--- src/rtl/cop_regbank_pkg.sv ---
package cop_regbank_pkg;

    // Global register byte offsets
    localparam int unsigned OFF_CTRL  = 'h000;
    localparam int unsigned OFF_PEND  = 'h010;
    localparam int unsigned OFF_PCLR  = 'h018;
    localparam int unsigned OFF_CHEN  = 'h020;
    localparam int unsigned OFF_CAP   = 'h040;
    localparam int unsigned OFF_CTX   = 'h050;

    // Per-channel window: base plus channel index times stride
    localparam int unsigned CH_BASE   = 'h100;
    localparam int unsigned CH_STRIDE = 'h040;
    localparam int unsigned SUB_CMD   = 'h00;
    localparam int unsigned SUB_SEM   = 'h10;
    localparam int unsigned SUB_STAT  = 'h20;
    localparam int unsigned SUB_SCLR  = 'h28;

    localparam int SEM_W = 8;

    typedef struct packed {
        logic ctrl;
        logic pend;
        logic pclr;
        logic chen;
        logic cap;
        logic ctx;
    } glob_hit_t;

    typedef struct packed {
        logic [31:0]      cmd;
        logic [SEM_W-1:0] sem;
        logic             stat;
    } chan_state_t;

endpackage

--- src/rtl/cop_addr_decode.sv ---
module cop_addr_decode
    import cop_regbank_pkg::*;
#(
    parameter int ADDR_W = 12,
    parameter int NCH    = 4
) (
    input  logic [ADDR_W-1:0] addr,
    output glob_hit_t         ghit,
    output logic [NCH-1:0]    hit_cmd,
    output logic [NCH-1:0]    hit_sem,
    output logic [NCH-1:0]    hit_stat,
    output logic [NCH-1:0]    hit_sclr,
    output logic              any_hit
);

    always_comb begin
        ghit.ctrl = (addr == ADDR_W'(OFF_CTRL));
        ghit.pend = (addr == ADDR_W'(OFF_PEND));
        ghit.pclr = (addr == ADDR_W'(OFF_PCLR));
        ghit.chen = (addr == ADDR_W'(OFF_CHEN));
        ghit.cap  = (addr == ADDR_W'(OFF_CAP));
        ghit.ctx  = (addr == ADDR_W'(OFF_CTX));
    end

    for (genvar n = 0; n < NCH; n++) begin : g_ch
        localparam int unsigned BASE_N = CH_BASE + n * CH_STRIDE;
        assign hit_cmd[n]  = (addr == ADDR_W'(BASE_N + SUB_CMD));
        assign hit_sem[n]  = (addr == ADDR_W'(BASE_N + SUB_SEM));
        assign hit_stat[n] = (addr == ADDR_W'(BASE_N + SUB_STAT));
        assign hit_sclr[n] = (addr == ADDR_W'(BASE_N + SUB_SCLR));
    end

    assign any_hit = (|ghit) | (|hit_cmd) | (|hit_sem) | (|hit_stat) | (|hit_sclr);

endmodule

--- src/rtl/cop_chan_regs.sv ---
module cop_chan_regs
    import cop_regbank_pkg::*;
(
    input  logic             clk,
    input  logic             rst_n,
    input  logic             wr_en,
    input  logic [31:0]      wdata,
    input  logic             sel_cmd,
    input  logic             sel_sem,
    input  logic             sel_sclr,
    input  logic             done_i,
    output logic [31:0]      cmd_o,
    output logic [SEM_W-1:0] sem_o,
    output logic             stat_o
);

    chan_state_t st_d, st_q;

    always_comb begin
        logic [SEM_W-1:0] inc;
        logic [SEM_W-1:0] dec;
        st_d = st_q;
        if (wr_en && sel_cmd) begin
            st_d.cmd = wdata;
        end
        inc = (wr_en && sel_sem) ? wdata[SEM_W-1:0] : '0;
        dec = (done_i && (st_q.sem != '0)) ? SEM_W'(1) : '0;
        st_d.sem = st_q.sem + inc - dec;
        // a pulse in the same cycle as a clear wins
        if (wr_en && sel_sclr && wdata[0]) begin
            st_d.stat = 1'b0;
        end
        if (done_i) begin
            st_d.stat = 1'b1;
        end
    end

    always_ff @(posedge clk or negedge rst_n) begin
        if (!rst_n) begin
            st_q <= '0;
        end else begin
            st_q <= st_d;
        end
    end

    assign cmd_o  = st_q.cmd;
    assign sem_o  = st_q.sem;
    assign stat_o = st_q.stat;

    p_stat_kept_r8: assert property (@(posedge clk) disable iff (!rst_n)
        done_i |=> stat_o);

    p_sem_floor_r10: assert property (@(posedge clk) disable iff (!rst_n)
        (sem_o == '0 && !(wr_en && sel_sem)) |=> (sem_o == '0));

    p_sclr_r7: assert property (@(posedge clk) disable iff (!rst_n)
        (wr_en && sel_sclr && wdata[0] && !done_i) |=> !stat_o);

endmodule

--- src/rtl/cop_regbank.sv ---
module cop_regbank
    import cop_regbank_pkg::*;
#(
    parameter int          NCH       = 4,
    parameter int          ADDR_W    = 12,
    parameter int          CHEN_W    = 8,
    parameter logic [31:0] CAP_VALUE = 32'h0005_0001
) (
    input  logic              clk,
    input  logic              rst_n,
    input  logic              bus_wr,
    input  logic              bus_rd,
    input  logic [ADDR_W-1:0] bus_addr,
    input  logic [31:0]       bus_wdata,
    output logic [31:0]       bus_rdata,
    input  logic [NCH-1:0]    done_i,
    output logic              irq_o
);

    typedef struct packed {
        logic [31:0]     ctrl;
        logic [CHEN_W-1:0] chen;
        logic [31:0]     ctx;
        logic [NCH-1:0]  pend;
        logic [31:0]     rdata;
    } glob_t;

    glob_t st_d, st_q;

    glob_hit_t      ghit;
    logic [NCH-1:0] hit_cmd, hit_sem, hit_stat, hit_sclr;
    logic           any_hit;

    logic [31:0]      ch_cmd  [NCH];
    logic [SEM_W-1:0] ch_sem  [NCH];
    logic [NCH-1:0]   ch_stat;

    cop_addr_decode #(
        .ADDR_W (ADDR_W),
        .NCH    (NCH)
    ) u_dec (
        .addr     (bus_addr),
        .ghit     (ghit),
        .hit_cmd  (hit_cmd),
        .hit_sem  (hit_sem),
        .hit_stat (hit_stat),
        .hit_sclr (hit_sclr),
        .any_hit  (any_hit)
    );

    for (genvar n = 0; n < NCH; n++) begin : g_chan
        cop_chan_regs u_chan (
            .clk      (clk),
            .rst_n    (rst_n),
            .wr_en    (bus_wr),
            .wdata    (bus_wdata),
            .sel_cmd  (hit_cmd[n]),
            .sel_sem  (hit_sem[n]),
            .sel_sclr (hit_sclr[n]),
            .done_i   (done_i[n]),
            .cmd_o    (ch_cmd[n]),
            .sem_o    (ch_sem[n]),
            .stat_o   (ch_stat[n])
        );
    end

    always_comb begin
        logic [31:0]    rd_mux;
        logic [NCH-1:0] clr_mask;
        st_d = st_q;

        if (bus_wr && ghit.ctrl) st_d.ctrl = bus_wdata;
        if (bus_wr && ghit.chen) st_d.chen = bus_wdata[CHEN_W-1:0];
        if (bus_wr && ghit.ctx)  st_d.ctx  = bus_wdata;

        clr_mask  = (bus_wr && ghit.pclr) ? bus_wdata[NCH-1:0] : '0;
        st_d.pend = (st_q.pend & ~clr_mask) | done_i;

        rd_mux = '0;
        if (ghit.ctrl) rd_mux |= st_q.ctrl;
        if (ghit.pend) rd_mux |= 32'(st_q.pend);
        if (ghit.chen) rd_mux |= 32'(st_q.chen);
        if (ghit.cap)  rd_mux |= CAP_VALUE;
        if (ghit.ctx)  rd_mux |= st_q.ctx;
        for (int n = 0; n < NCH; n++) begin
            if (hit_cmd[n])  rd_mux |= ch_cmd[n];
            if (hit_sem[n])  rd_mux |= 32'(ch_sem[n]);
            if (hit_stat[n]) rd_mux |= 32'(ch_stat[n]);
        end
        if (bus_rd) st_d.rdata = rd_mux;
    end

    always_ff @(posedge clk or negedge rst_n) begin
        if (!rst_n) begin
            st_q <= '0;
        end else begin
            st_q <= st_d;
        end
    end

    assign bus_rdata = st_q.rdata;
    assign irq_o     = |(st_q.pend & st_q.ctrl[NCH-1:0]);

    p_pend_kept_r8: assert property (@(posedge clk) disable iff (!rst_n)
        (|done_i) |=> ((st_q.pend & $past(done_i)) == $past(done_i)));

    p_pclr_exact_r6: assert property (@(posedge clk) disable iff (!rst_n)
        (bus_wr && ghit.pclr) |=>
            ((st_q.pend & $past(bus_wdata[NCH-1:0] & ~done_i)) == '0));

    p_cap_read_r3: assert property (@(posedge clk) disable iff (!rst_n)
        (bus_rd && ghit.cap) |=> (bus_rdata == CAP_VALUE));

    p_unmapped_zero_r11: assert property (@(posedge clk) disable iff (!rst_n)
        (bus_rd && !any_hit) |=> (bus_rdata == '0));

    p_irq_idle_r9: assert property (@(posedge clk) disable iff (!rst_n)
        (st_q.pend == '0) |-> !irq_o);

    p_ctrl_hold_r2: assert property (@(posedge clk) disable iff (!rst_n)
        !(bus_wr && ghit.ctrl) |=> $stable(st_q.ctrl));

endmodule

--- config.mk ---
export PLATFORM = sky130hd
export DESIGN_NAME = cop_regbank
export DESIGN_NICKNAME = d
export VERILOG_FILES = /design/src/rtl/cop_regbank_pkg.sv /design/src/rtl/cop_addr_decode.sv /design/src/rtl/cop_chan_regs.sv /design/src/rtl/cop_regbank.sv
export SDC_FILE = /design/constraint.sdc
export NUM_CORES = 1
export LEC_CHECK = 0
export BUFFER_PORTS_ARGS = -buffer_cell sky130_fd_sc_hd__buf_2
export CAP_MARGIN = 40
export CORE_MARGIN = 8
export CORE_UTILIZATION = 45
export DETAILED_ROUTE_END_ITERATION = 6
export GPL_TIMING_DRIVEN = 1
export PLACE_DENSITY = 0.62
export REMOVE_ABC_BUFFERS = 1
export SLEW_MARGIN = 20
export SYNTH_ARGS = -nofsm -noshare
export SYNTH_HDL_FRONTEND = slang
export SYNTH_SLANG_ARGS = --single-unit
--- constraint.sdc ---
create_clock -name clk -period 3.3 [get_ports clk]
set_clock_uncertainty 0.15 [all_clocks]
set_input_delay 0.165 -clock clk [delete_from_list [all_inputs] [get_ports clk]]
set_output_delay 0.165 -clock clk [all_outputs]
set_load 0.01 [all_outputs]
==> results of run 1 <==
## registers in the layout, indices dropped and copies added (netlist names)
register / flops
g_chan.u_chan.stat_o: 4
bus_rdata: 32
st_q: 76
g_chan.u_chan.sem_o: 32
g_chan.u_chan.cmd_o: 128
## cells in the final DEF (no fill, tap or decap), types with 6 or more instances in the layout
master / Yosys / layout
a222oi_1: 6 / 6
nor2_1: 66 / 66
a22oi_1: 48 / 48
nand2_1: 55 / 52
a22o_1: 24 / 24
mux2_4: 90 / 90
xnor2_1: 28 / 28
buf_4: 34 / 44
inv_1: 93 / 93
clkbuf_8: 0 / 13
a21o_1: 12 / 12
a21oi_1: 16 / 16
dlygate4sd3_1: 0 / 44
a31oi_1: 24 / 24
ha_1: 56 / 56
clkbuf_16: 0 / 30
buf_12: 0 / 7
nand3_1: 8 / 8
and2_1: 7 / 7
a221oi_1: 25 / 25
a21boi_0: 7 / 7
o21ai_0: 15 / 15
dfrtp_1: 272 / 272
buf_2: 18 / 83
o22ai_1: 7 / 7
mux2_2: 111 / 111
nor4_1: 9 / 9
nor3_1: 6 / 6
## report_power, final
| group | switching (mW) | leakage (nW) | internal, mW | total, mW |
|---|---|---|---|---|
| Sequential | 0.234 | 3.63 | 3.63 | 3.86 |
| Combinational | 1.39 | 3.96 | 1.32 | 2.71 |
| Clock | 1.39 | 0.520 | 2.10 | 3.49 |
| Total | 3.02 | 8.12 | 7.05 | 10.1 |
## cell usage after synthesis (3+ instances only)
library cell    n  area share (%)
nor2_4          3            0.24
nor2_8          3            0.43
dfrtp_1       272              49
nor2b_1         5            0.23
a221oi_1       25             1.6
o22ai_1         7            0.32
buf_2          18            0.65
o21a_1          4            0.22
fa_1            4            0.58
ha_1           56             5.1
nor4_1          9            0.41
mux2_4         90             9.7
mux2i_1         5            0.36
mux2_2        111             9.0
nand2_4         3            0.24
a22oi_1        48             2.6
a222oi_1        6            0.43
a22o_1         24             1.5
nand3_1         8            0.29
o21ai_0        15            0.54
and2_1          7            0.32
clkbuf_1       22            0.60
a21o_1         12            0.65
buf_4          34             1.8
nor3b_1         3            0.16
buf_6          12            0.97
o41ai_1         4            0.25
a32oi_1         3            0.19
a21boi_0        7            0.38
a21oi_1        16            0.58
nor3_1          6            0.22
xnor2_1        28             1.8
a31oi_1        24             1.1
nor2_1         66             1.8
o32a_1          5            0.36
inv_1          93             2.5
nand2_1        55             1.5
## cells by family (layout without fill, tap and decap cells)
| group | after synthesis | after routing | synth area share [%] |
|---|---|---|---|
| xor+xnor | 28 | 28 | 1.77 |
| buf+inv | 180 | 324 | 6.61 |
| mux | 207 | 207 | 19.2 |
| fa+ha+maj | 60 | 60 | 5.63 |
| compound gates | 207 | 207 | 11.1 |
| flops | 272 | 272 | 49.1 |
| simple gates | 180 | 180 | 6.55 |
## metal layers
metal | global-route usage [%] | vias to the layer above | routed length, um
met5 | 0 | - | 0
met4 | 5.33 | 0 | 788
met3 | 2.66 | 56 | 1580
met2 | 31.8 | 248 | 16600
met1 | 26.7 | 4815 | 16200
li1 | - | 4260 | -
## through the flow
step           setup WS [ps]  util, %  power, mW  area (um2)
3_3_place_gp            17.7     48.3       6.56       14700
4_1_cts                  315     53.2       10.2       16200
3_5_place_dp           -88.6     48.3       6.61       14700
2_1_floorplan           -190        -       5.77       13300
6_report                 343     53.2       10.1       16200
5_1_grt                 70.8     53.2       10.7       16200
## final cells by class
| cell class | instances | area [um2] |
|---|---|---|
| Fill cell | 2656 | 14200 |
| Tap cell | 396 | 495 |
| Inverter | 93 | 349 |
| Clock buffer | 44 | 933 |
| Sequential cell | 272 | 6810 |
| Multi-Input combinational cell | 682 | 6150 |
| Clock inverter | 8 | 118 |
| Timing Repair Buffer | 179 | 1340 |
## final timing paths
path,start,endpoint,slack (ps)
min,rst_n,st_q[64],20
min in group clk,bus_addr[6],g_chan[3].u_chan.stat_o,40
max in group asynchronous,rst_n,g_chan[3].u_chan.sem_o[2],2070
max,bus_addr[4],g_chan[2].u_chan.sem_o[7],340
max reg2reg,g_chan[2].u_chan.sem_o[5],g_chan[2].u_chan.sem_o[6],360
min reg2reg,g_chan[0].u_chan.stat_o,g_chan[0].u_chan.stat_o,330
==> run_results.csv, run 1 <==
group,metric,value,unit
outcome,status,"finished, final reports clean",
timing,min_period,2960,ps
placed_design,numPlacedInstances,1578,
global_route,grt_overflow_total,0,
clock_tree,cts_tree,"done",
synth,avgSynthCellArea,12.2,um2
placed_design,port-buffer-count,84,
worst_setup_path,crit_required,3590,ps
floorplanning,die-area,36700,um2
global_route,grt_pass1_vias,10000,
drt,first_iter_violations,575,
synth,synthesis.area,13900,um2
timing,max_freq,338,MHz
power_and_ir_drop,vdd_ir_drop_max,546,uV
global_route,track_usage,19.4,%
worst_setup_path,critPathBufInv,3,
synth,synthesis.instances,1134,
worst_setup_path,path_class,"input pin to flip-flop",
timing,hold_viol,0,
timing,tightest_slew,879,ps
worst_setup_path,cp_top_family,"compound AO/OA/AOI/OAI gates",
timing,max-slew-margin-rel,39.9,%
drt,wl_per_cell,21.0,um
placed_design,gp_congestion,0.858,
synth,synth_ff_type,"dfrtp_1",
clock_tree,cts.repair.resized,0,
clock_tree,postCtsHoldBufs,44,
timing,final_max_slew_viol_count,0,
clock_tree,cts_made_buffers,30,
worst_setup_path,slowest_stage,"dlygate4sd3_1",
drt,viasPerCell,5.60,
timing,grt_setup_unrepaired,"false",
drt,drcViolationCount,0,
floorplanning,rows,64,
synth,synth_edf_count,0,
flow_run,maxCapViolCount,0,
timing,fin_crit_sh,89.6,%
floorplanning,start_util,45.6,%
worst_setup_path,worstPathArrival,3250,ps
clock_tree,clk_path_buf_depth,3,
timing,finalSetupViolations,0,
synth,yosysSeqAreaShare,49.1,%
floorplanning,die_h,192,um
power_and_ir_drop,power_per_cell_area,622,nW/um2
clock_tree,post_cts_buffers,0,
worst_setup_path,cp-start-kind,"input pin",
worst_setup_path,crit_fanout,5,
global_route,antenna_found_initial,0,
drt,first_pass_iters,6,
floorplanning,die_x,192,um
placed_design,hpwl,22.6,mm
hold_path,hold_class,"input pin to asynchronous set/reset pin",
synth,ys_ff_latch,272,
synth,async_flop_share,100,%
floorplanning,io_pins,85,
synth,synth_warnings,0,
layout,area_growth_syn_to_layout,16.8,%
clock_tree,numClockSinks,272,
worst_setup_path,slowest_delay,510,ps
drt,ant_nets,0,
drt,drt-total-wl,35.2,mm
timing,hold_ws,18.0,ps
clock_tree,h-tree-depth,1,
layout,fin_cells,1674,
global_route,grt_first_pass_wirelength,56.5,mm
floorplanning,core_area,30400,um2
clock_tree,cts-root-buf,"clkbuf_16",
power_and_ir_drop,p_leak,8.12,nW
layout,finalNetCount,1370,
clock_tree,clkTransAtPathRegs,70,ps
global_route,grt_max_degree,86,
clock_tree,clk-insertion-delay-late,560,ps
worst_setup_path,worstRegToRegCells,13,
synth,synth_cell_type_count,55,
timing,tns,0,ps
worst_setup_path,cp_cell_sequence,"dlygate4sd3_1 > buf_2 > nand2b_1 > nor2_1 > nand2_1 > nor2_1 > nand2_1 > ha_1 > inv_1 > ha_1 > a21o_1 > a21oi_1 > o21ai_0 > o41ai_1 > xnor2_1",
layout,drive_gt1_share,31.5,%
drt,vias,9379,
worst_setup_path,endpoint_kind,"flip-flop",
worst_setup_path,crit_cells,15,
layout,antenna_cells,0,
Note: power is estimated with default switching activity, not from simulation.
==> inputs of run 2 (changes only) <==
CORE_UTILIZATION = 61   (was 45)
PLACE_DENSITY = 0.8   (was 0.62)
==> run 2 against run 1 <==
  * The run now ends with DRC left
  * Non-clock buffer count fell by 8
  * Setup slack got worse by 91 ps
  * Flip-flop and latch count stayed put
  * Core utilization is 17 points higher
  * Combinational power is essentially flat
  * Global-route usage rose by 5.7 points
  * Count of clock-buffer cells in the layout is 4 lower
  * Die area is 24% lower
  * Final cell count down 7.3%
  * Register-to-register slack gained 20 ps
  * Largest cell class unchanged
==> run_results.csv, run 2 (synthesis gave the netlist of run 1 again) <==
group,metric,value,unit
outcome,violations,"DRC",
timing,tightest_slew,754,ps
placed_design,post_dp_cell_area,14500,um2
clock_tree,clkTransAtPathRegs,60,ps
clock_tree,post_cts_buffers,0,
power_and_ir_drop,pwr-share-comb,28.3,%
layout,largest_register_ffs,128,
layout,drive_gt1_share,30.3,%
layout,fin_area,15800,um2
worst_setup_path,worstPathArrival,3300,ps
floorplanning,die_h,167,um
layout,fin_util,70.1,%
power_and_ir_drop,pwr-share-clk,31.8,%
timing,worst_slack,252,ps
floorplanning,die-area,27800,um2
clock_tree,numClockSinks,272,
power_and_ir_drop,intPower,6.69,mW
power_and_ir_drop,power_per_cell_area,614,nW/um2
placed_design,dp_slack,-87.2,ps
drt,viasPerCell,6.19,
drt,wl_per_cell,22.6,um
timing,min_period,3050,ps
floorplanning,start_util,61.6,%
worst_setup_path,slowest_stage,"dlygate4sd3_1",
drt,drt-total-wl,35.1,mm
floorplanning,io_pins,85,
clock_tree,cts_made_buffers,28,
timing,max-slew-margin-rel,49.0,%
global_route,grt_first_pass_wirelength,56.5,mm
layout,fin_cells,1552,
clock_tree,clk-insertion-delay-late,550,ps
placed_design,numPlacedInstances,1461,
global_route,antenna_found_initial,1,
placed_design,port-buffer-count,84,
global_route,grt_overflow_total,0,
flow_run,maxCapViolCount,0,
worst_setup_path,path_class,"input pin to flip-flop",
layout,final_cell_mix,"dfrtp_1, mux2_2, inv_1",
timing,hold_viol,0,
hold_path,hold_class,"input pin to asynchronous set/reset pin",
timing,grt_setup_unrepaired,"false",
power_and_ir_drop,p_seq_share,39.9,%
timing,finalSetupViolations,0,
clock_tree,h-tree-depth,1,
timing,final_max_slew_viol_count,0,
worst_setup_path,cp-start-kind,"input pin",
layout,area_growth_syn_to_layout,13.8,%
drt,first_pass_iters,7,
clock_tree,clk_path_buf_depth,3,
drt,vias,9602,
power_and_ir_drop,vdd_ir_drop_max,583,uV
drt,first_iter_violations,886,
worst_setup_path,endpoint_kind,"flip-flop",
floorplanning,rows,55,
global_route,track_usage,25.2,%
layout,layout_commonest_cell,"dfrtp_1",
global_route,grt_pass1_vias,10400,
floorplanning,core_area,22500,um2
clock_tree,cts_tree,"done",
placed_design,gp_congestion,0.914,
power_and_ir_drop,p_switching,3.00,mW
floorplanning,die_x,167,um
drt,drcViolationCount,1,
timing,max_freq,328,MHz
worst_setup_path,cp_cell_sequence,"dlygate4sd3_1 > buf_2 > nand2b_1 > nor2_1 > nand2_1 > nor2_1 > nand2_1 > ha_1 > inv_1 > ha_1 > a21o_1 > a21oi_1 > o21ai_0 > o41ai_1 > xnor2_1",
worst_setup_path,slowest_delay,520,ps
power_and_ir_drop,p_leak,7.97,nW
power_and_ir_drop,netSwitchingFraction,30.9,%
outcome,status,"complete, but fails checks",
drt,ant_nets,0,
clock_tree,cts.repair.resized,0,
placed_design,hpwl,22.2,mm
worst_setup_path,crit_required,3560,ps
worst_setup_path,crit_fanout,5,
layout,finalNetCount,1360,
global_route,grt_max_degree,92,
timing,fin_crit_sh,92.3,%
clock_tree,cts-root-buf,"clkbuf_16",
==> run 2: changes by cell type in the layout (fill, tap and decap cells not counted), moves of 2 or more <==
| cell | previous run | this run |
|---|---|---|
| clkbuf_1 | 1 | 6 |
| dlygate4sd3_1 | 44 | 42 |
| buf_12 | 7 | 4 |
| nand2_1 | 52 | 55 |
| buf_4 | 44 | 41 |
| nand2_2 | 3 | 0 |
| clkbuf_16 | 30 | 28 |
| clkbuf_8 | 13 | 6 |
==> run 2: per-stage QoR <==
stage | power (mW) | hold WS, ps | TNS, ps
2_1_floorplan | 5.77 | -281 | -890
3_3_place_gp | 6.49 | -17.7 | 0
3_5_place_dp | 6.61 | -20.6 | -312
4_1_cts | 9.72 | 6.53 | 0
5_1_grt | 10.2 | 31.8 | 0
6_report | 9.69 | 10.2 | 0
==> run 2: critical path, delay by kind of cell <==
kind / cells / cell delay [ps]
AO/OA/AOI/OAI: 4 / 970
buffers and inverters: 3 / 750
XOR/XNOR: 1 / 120
adder cells (fa/ha/maj): 2 / 580
AND/OR/NAND/NOR: 5 / 700
==> run 2: layout make-up <==
type	instances	area, um2
Timing Repair Buffer	171	1240
Fill cell	1510	6730
Antenna cell	1	2.50
Clock inverter	8	78.8
Tap cell	285	357
Clock buffer	40	806
Inverter	93	349
Sequential cell	272	6810
Multi-Input combinational cell	682	6140
==> run 2: power groups by stage <==
stage / sequential, mW / clock, mW / combinational (mW)
after floorplan: 3.83 / 0 / 1.94
after global placement: 3.91 / 0 / 2.58
after detailed placement: 3.92 / 0 / 2.69
after CTS: 3.86 / 3.10 / 2.75
after global routing: 3.89 / 3.23 / 3.12
final: 3.87 / 3.08 / 2.74
==> run 2: worst paths after layout <==
| path | from | endpoint | slack [ps] | cells after the start |
|---|---|---|---|---|
| max | bus_addr[4] | g_chan[1].u_chan.sem_o[7] | 250 | 15 |
| min in group clk | bus_addr[5] | g_chan[0].u_chan.stat_o | 30 | 4 |
| max reg2reg | g_chan[0].u_chan.sem_o[5] | g_chan[0].u_chan.sem_o[6] | 380 | 13 |
| min reg2reg | g_chan[0].u_chan.stat_o | g_chan[0].u_chan.stat_o | 330 | 1 |
| max in group asynchronous | rst_n | g_chan[0].u_chan.sem_o[4] | 2080 | 3 |
| min | rst_n | g_chan[2].u_chan.cmd_o[30] | 10 | 2 |
==> run 2: layer usage <==
metal  GRT usage (%)  vias to the layer above  part of all wire (%)
li1                -                     4239                     -
met1            31.9                     4842                    41
met2            42.2                      422                    48
met3            4.87                       99                   7.1
met4            9.60                        0                   3.2
met5               0                        -                     0
==> run 2: timing repair <==
item                       in CTS  in global routing
hold buffers                   42                  0
setup endpoints to repair       0                  0
hold endpoints to repair      458                  0
==> inputs of run 3 (changes only) <==
CORE_MARGIN = unset   (was 8)
==> run 3 against run 2 <==
  * Highest routed layer unchanged
  * Critical endpoint is now g_chan[3].u_chan.sem_o[6]
  * Setup slack got worse by 60 ps
  * Sequential power about the same
  * Global-route usage increased by 5.2 points
  * Wire length decreased by 2.2%
  * Fmax decreased by 1.9%
  * Sequential share of layout area decreased by 0.061 points
  * Critical path depth decreased by 2
  * The run still ends with DRC left
  * Hold slack improved by 80 ps
  * Final cell count decreased by 0.45%
  * Total power increased by 1.7%
  * Combinational power decreased by 2%
  * Register-to-register slack got worse by 190 ps
==> run_results.csv, run 3 (synthesis gave the netlist of run 1 again) <==
group,metric,value,unit
outcome,status,"complete, but fails checks",
outcome,violations,"DRC",
floorplanning,die_x,153,um
timing,min_period,3110,ps
clock_tree,clk-insertion-delay-late,540,ps
placed_design,port-buffer-count,84,
worst_setup_path,crit_required,3560,ps
layout,area_growth_syn_to_layout,14.0,%
drt,first_iter_violations,818,
floorplanning,io_pins,85,
timing,finalSetupViolations,0,
layout,finalNetCount,1356,
drt,wl_per_cell,22.2,um
layout,drive_gt1_share,30.4,%
clock_tree,clkTransAtPathRegs,60,ps
layout,antenna_cells,0,
global_route,grt_max_degree,107,
timing,worst_slack,192,ps
clock_tree,cts_tree,"done",
power_and_ir_drop,vdd_ir_drop_max,593,uV
layout,final_cell_mix,"dfrtp_1, mux2_2, inv_1",
worst_setup_path,cp-start-kind,"flip-flop",
floorplanning,rows,54,
placed_design,dp_slack,-103,ps
worst_setup_path,endpoint_kind,"flip-flop",
global_route,grt_overflow_total,0,
worst_setup_path,slowest_delay,450,ps
layout,fin_util,71.7,%
global_route,grt_pass1_vias,10300,
timing,max-slew-margin-rel,44.2,%
global_route,antenna_found_initial,0,
drt,viasPerCell,6.29,
drt,ant_nets,0,
timing,max_freq,322,MHz
placed_design,hpwl,21.5,mm
timing,tightest_slew,838,ps
worst_setup_path,cp_top_family,"adder cells",
clock_tree,clk_path_buf_depth,3,
global_route,grt_first_pass_wirelength,55.5,mm
layout,layout_commonest_cell,"dfrtp_1",
global_route,track_usage,30.3,%
clock_tree,cts.repair.resized,0,
layout,fillers,1420,
timing,hold_viol,0,
power_and_ir_drop,p_leak,7.99,nW
floorplanning,die_h,153,um
power_and_ir_drop,power_per_cell_area,624,nW/um2
floorplanning,start_util,62.9,%
placed_design,gp_congestion,0.890,
worst_setup_path,crit_fanout,3,
flow_run,maxCapViolCount,0,
hold_path,hold_class,"input pin to asynchronous set/reset pin",
timing,final_max_slew_viol_count,0,
worst_setup_path,critPathBufInv,2,
clock_tree,cts-root-buf,"clkbuf_16",
drt,first_pass_iters,7,
layout,largest_register_ffs,128,
clock_tree,numClockSinks,272,
worst_setup_path,worstPathArrival,3370,ps
drt,vias,9711,
drt,drcViolationCount,2,
clock_tree,h-tree-depth,1,
floorplanning,die-area,23300,um2
worst_setup_path,path_class,"flip-flop to flip-flop",
timing,fin_crit_sh,94.2,%
clock_tree,cts_made_buffers,28,
worst_setup_path,cp_cell_sequence,"nor4_1 > a21boi_0 > ha_1 > inv_1 > ha_1 > inv_1 > fa_1 > nor2b_1 > o21ai_0 > a21boi_0 > o21a_1 > nor2_1 > xnor2_1",
timing,grt_setup_unrepaired,"false",
worst_setup_path,slowest_stage,"fa_1",
drt,drt-total-wl,34.3,mm
floorplanning,core_area,22000,um2
-- run 3: cell types whose count changed in the layout (fill, tap and decap cells not counted), moves of 2 or more --
| cell | change |
|---|---|
| buf_12 | -3 |
| clkbuf_1 | -2 |
| clkbuf_8 | +5 |
| clkinv_2 | -2 |
-- run 3: worst paths after layout --
check                                           from  slack, ps                         end  cells after the start
setup / recovery           g_chan[3].u_chan.sem_o[0]        190   g_chan[3].u_chan.sem_o[6]                     13
hold / removal                                 rst_n         90  g_chan[3].u_chan.cmd_o[19]                      2
setup reg to reg           g_chan[3].u_chan.sem_o[0]        190   g_chan[3].u_chan.sem_o[6]                     13
hold reg to reg            g_chan[0].u_chan.cmd_o[4]        350   g_chan[0].u_chan.cmd_o[4]                      1
max in group asynchronous                      rst_n       1900   g_chan[0].u_chan.sem_o[7]                      3
min in group clk                         bus_addr[3]        110                    st_q[34]                      5
-- run 3: final cells by class --
class	instances	area, um2	share of cell area [%]
Inverter	93	349	2.21
Timing Repair Buffer	167	1170	7.41
Multi-Input combinational cell	682	6140	38.9
Tap cell	280	350	2.22
Clock buffer	44	892	5.65
Clock inverter	7	91.3	0.578
Sequential cell	272	6810	43.1
-- run 3: through the flow --
stage	cell area [um2]	instances	TNS (ps)	hold WS (ps)	power (mW)
2_1_floorplan	13300	1047	-890	-281	5.77
3_3_place_gp	14400	1452	0	120	6.42
3_5_place_dp	14400	1452	-264	119	6.55
4_1_cts	15800	1544	0	1.60	9.87
5_1_grt	15800	1545	0	80.6	10.4
6_report	15800	1545	0	90.5	9.85
-- run 3: report_power, final --
| group | switching, mW | internal (mW) |
|---|---|---|
| logic | 1.43 | 1.26 |
| clock network | 1.29 | 2.00 |
| registers | 0.242 | 3.63 |
| total | 2.96 | 6.89 |
-- run 3: repair_timing --
action,in CTS,in global routing
buffers inserted,0,0
hold buffers,41,1
endpoints found under the hold margin,295,2
-- run 3: layer usage --
metal,share of wire [%],track usage (%),wire (um),vias to the layer above
met3,7.6,4.92,2610,105
met1,40,39.5,13800,4882
li1,-,-,-,4235
met5,0,0,0,-
met4,3.6,12.9,1240,0
met2,49,50.5,16700,489
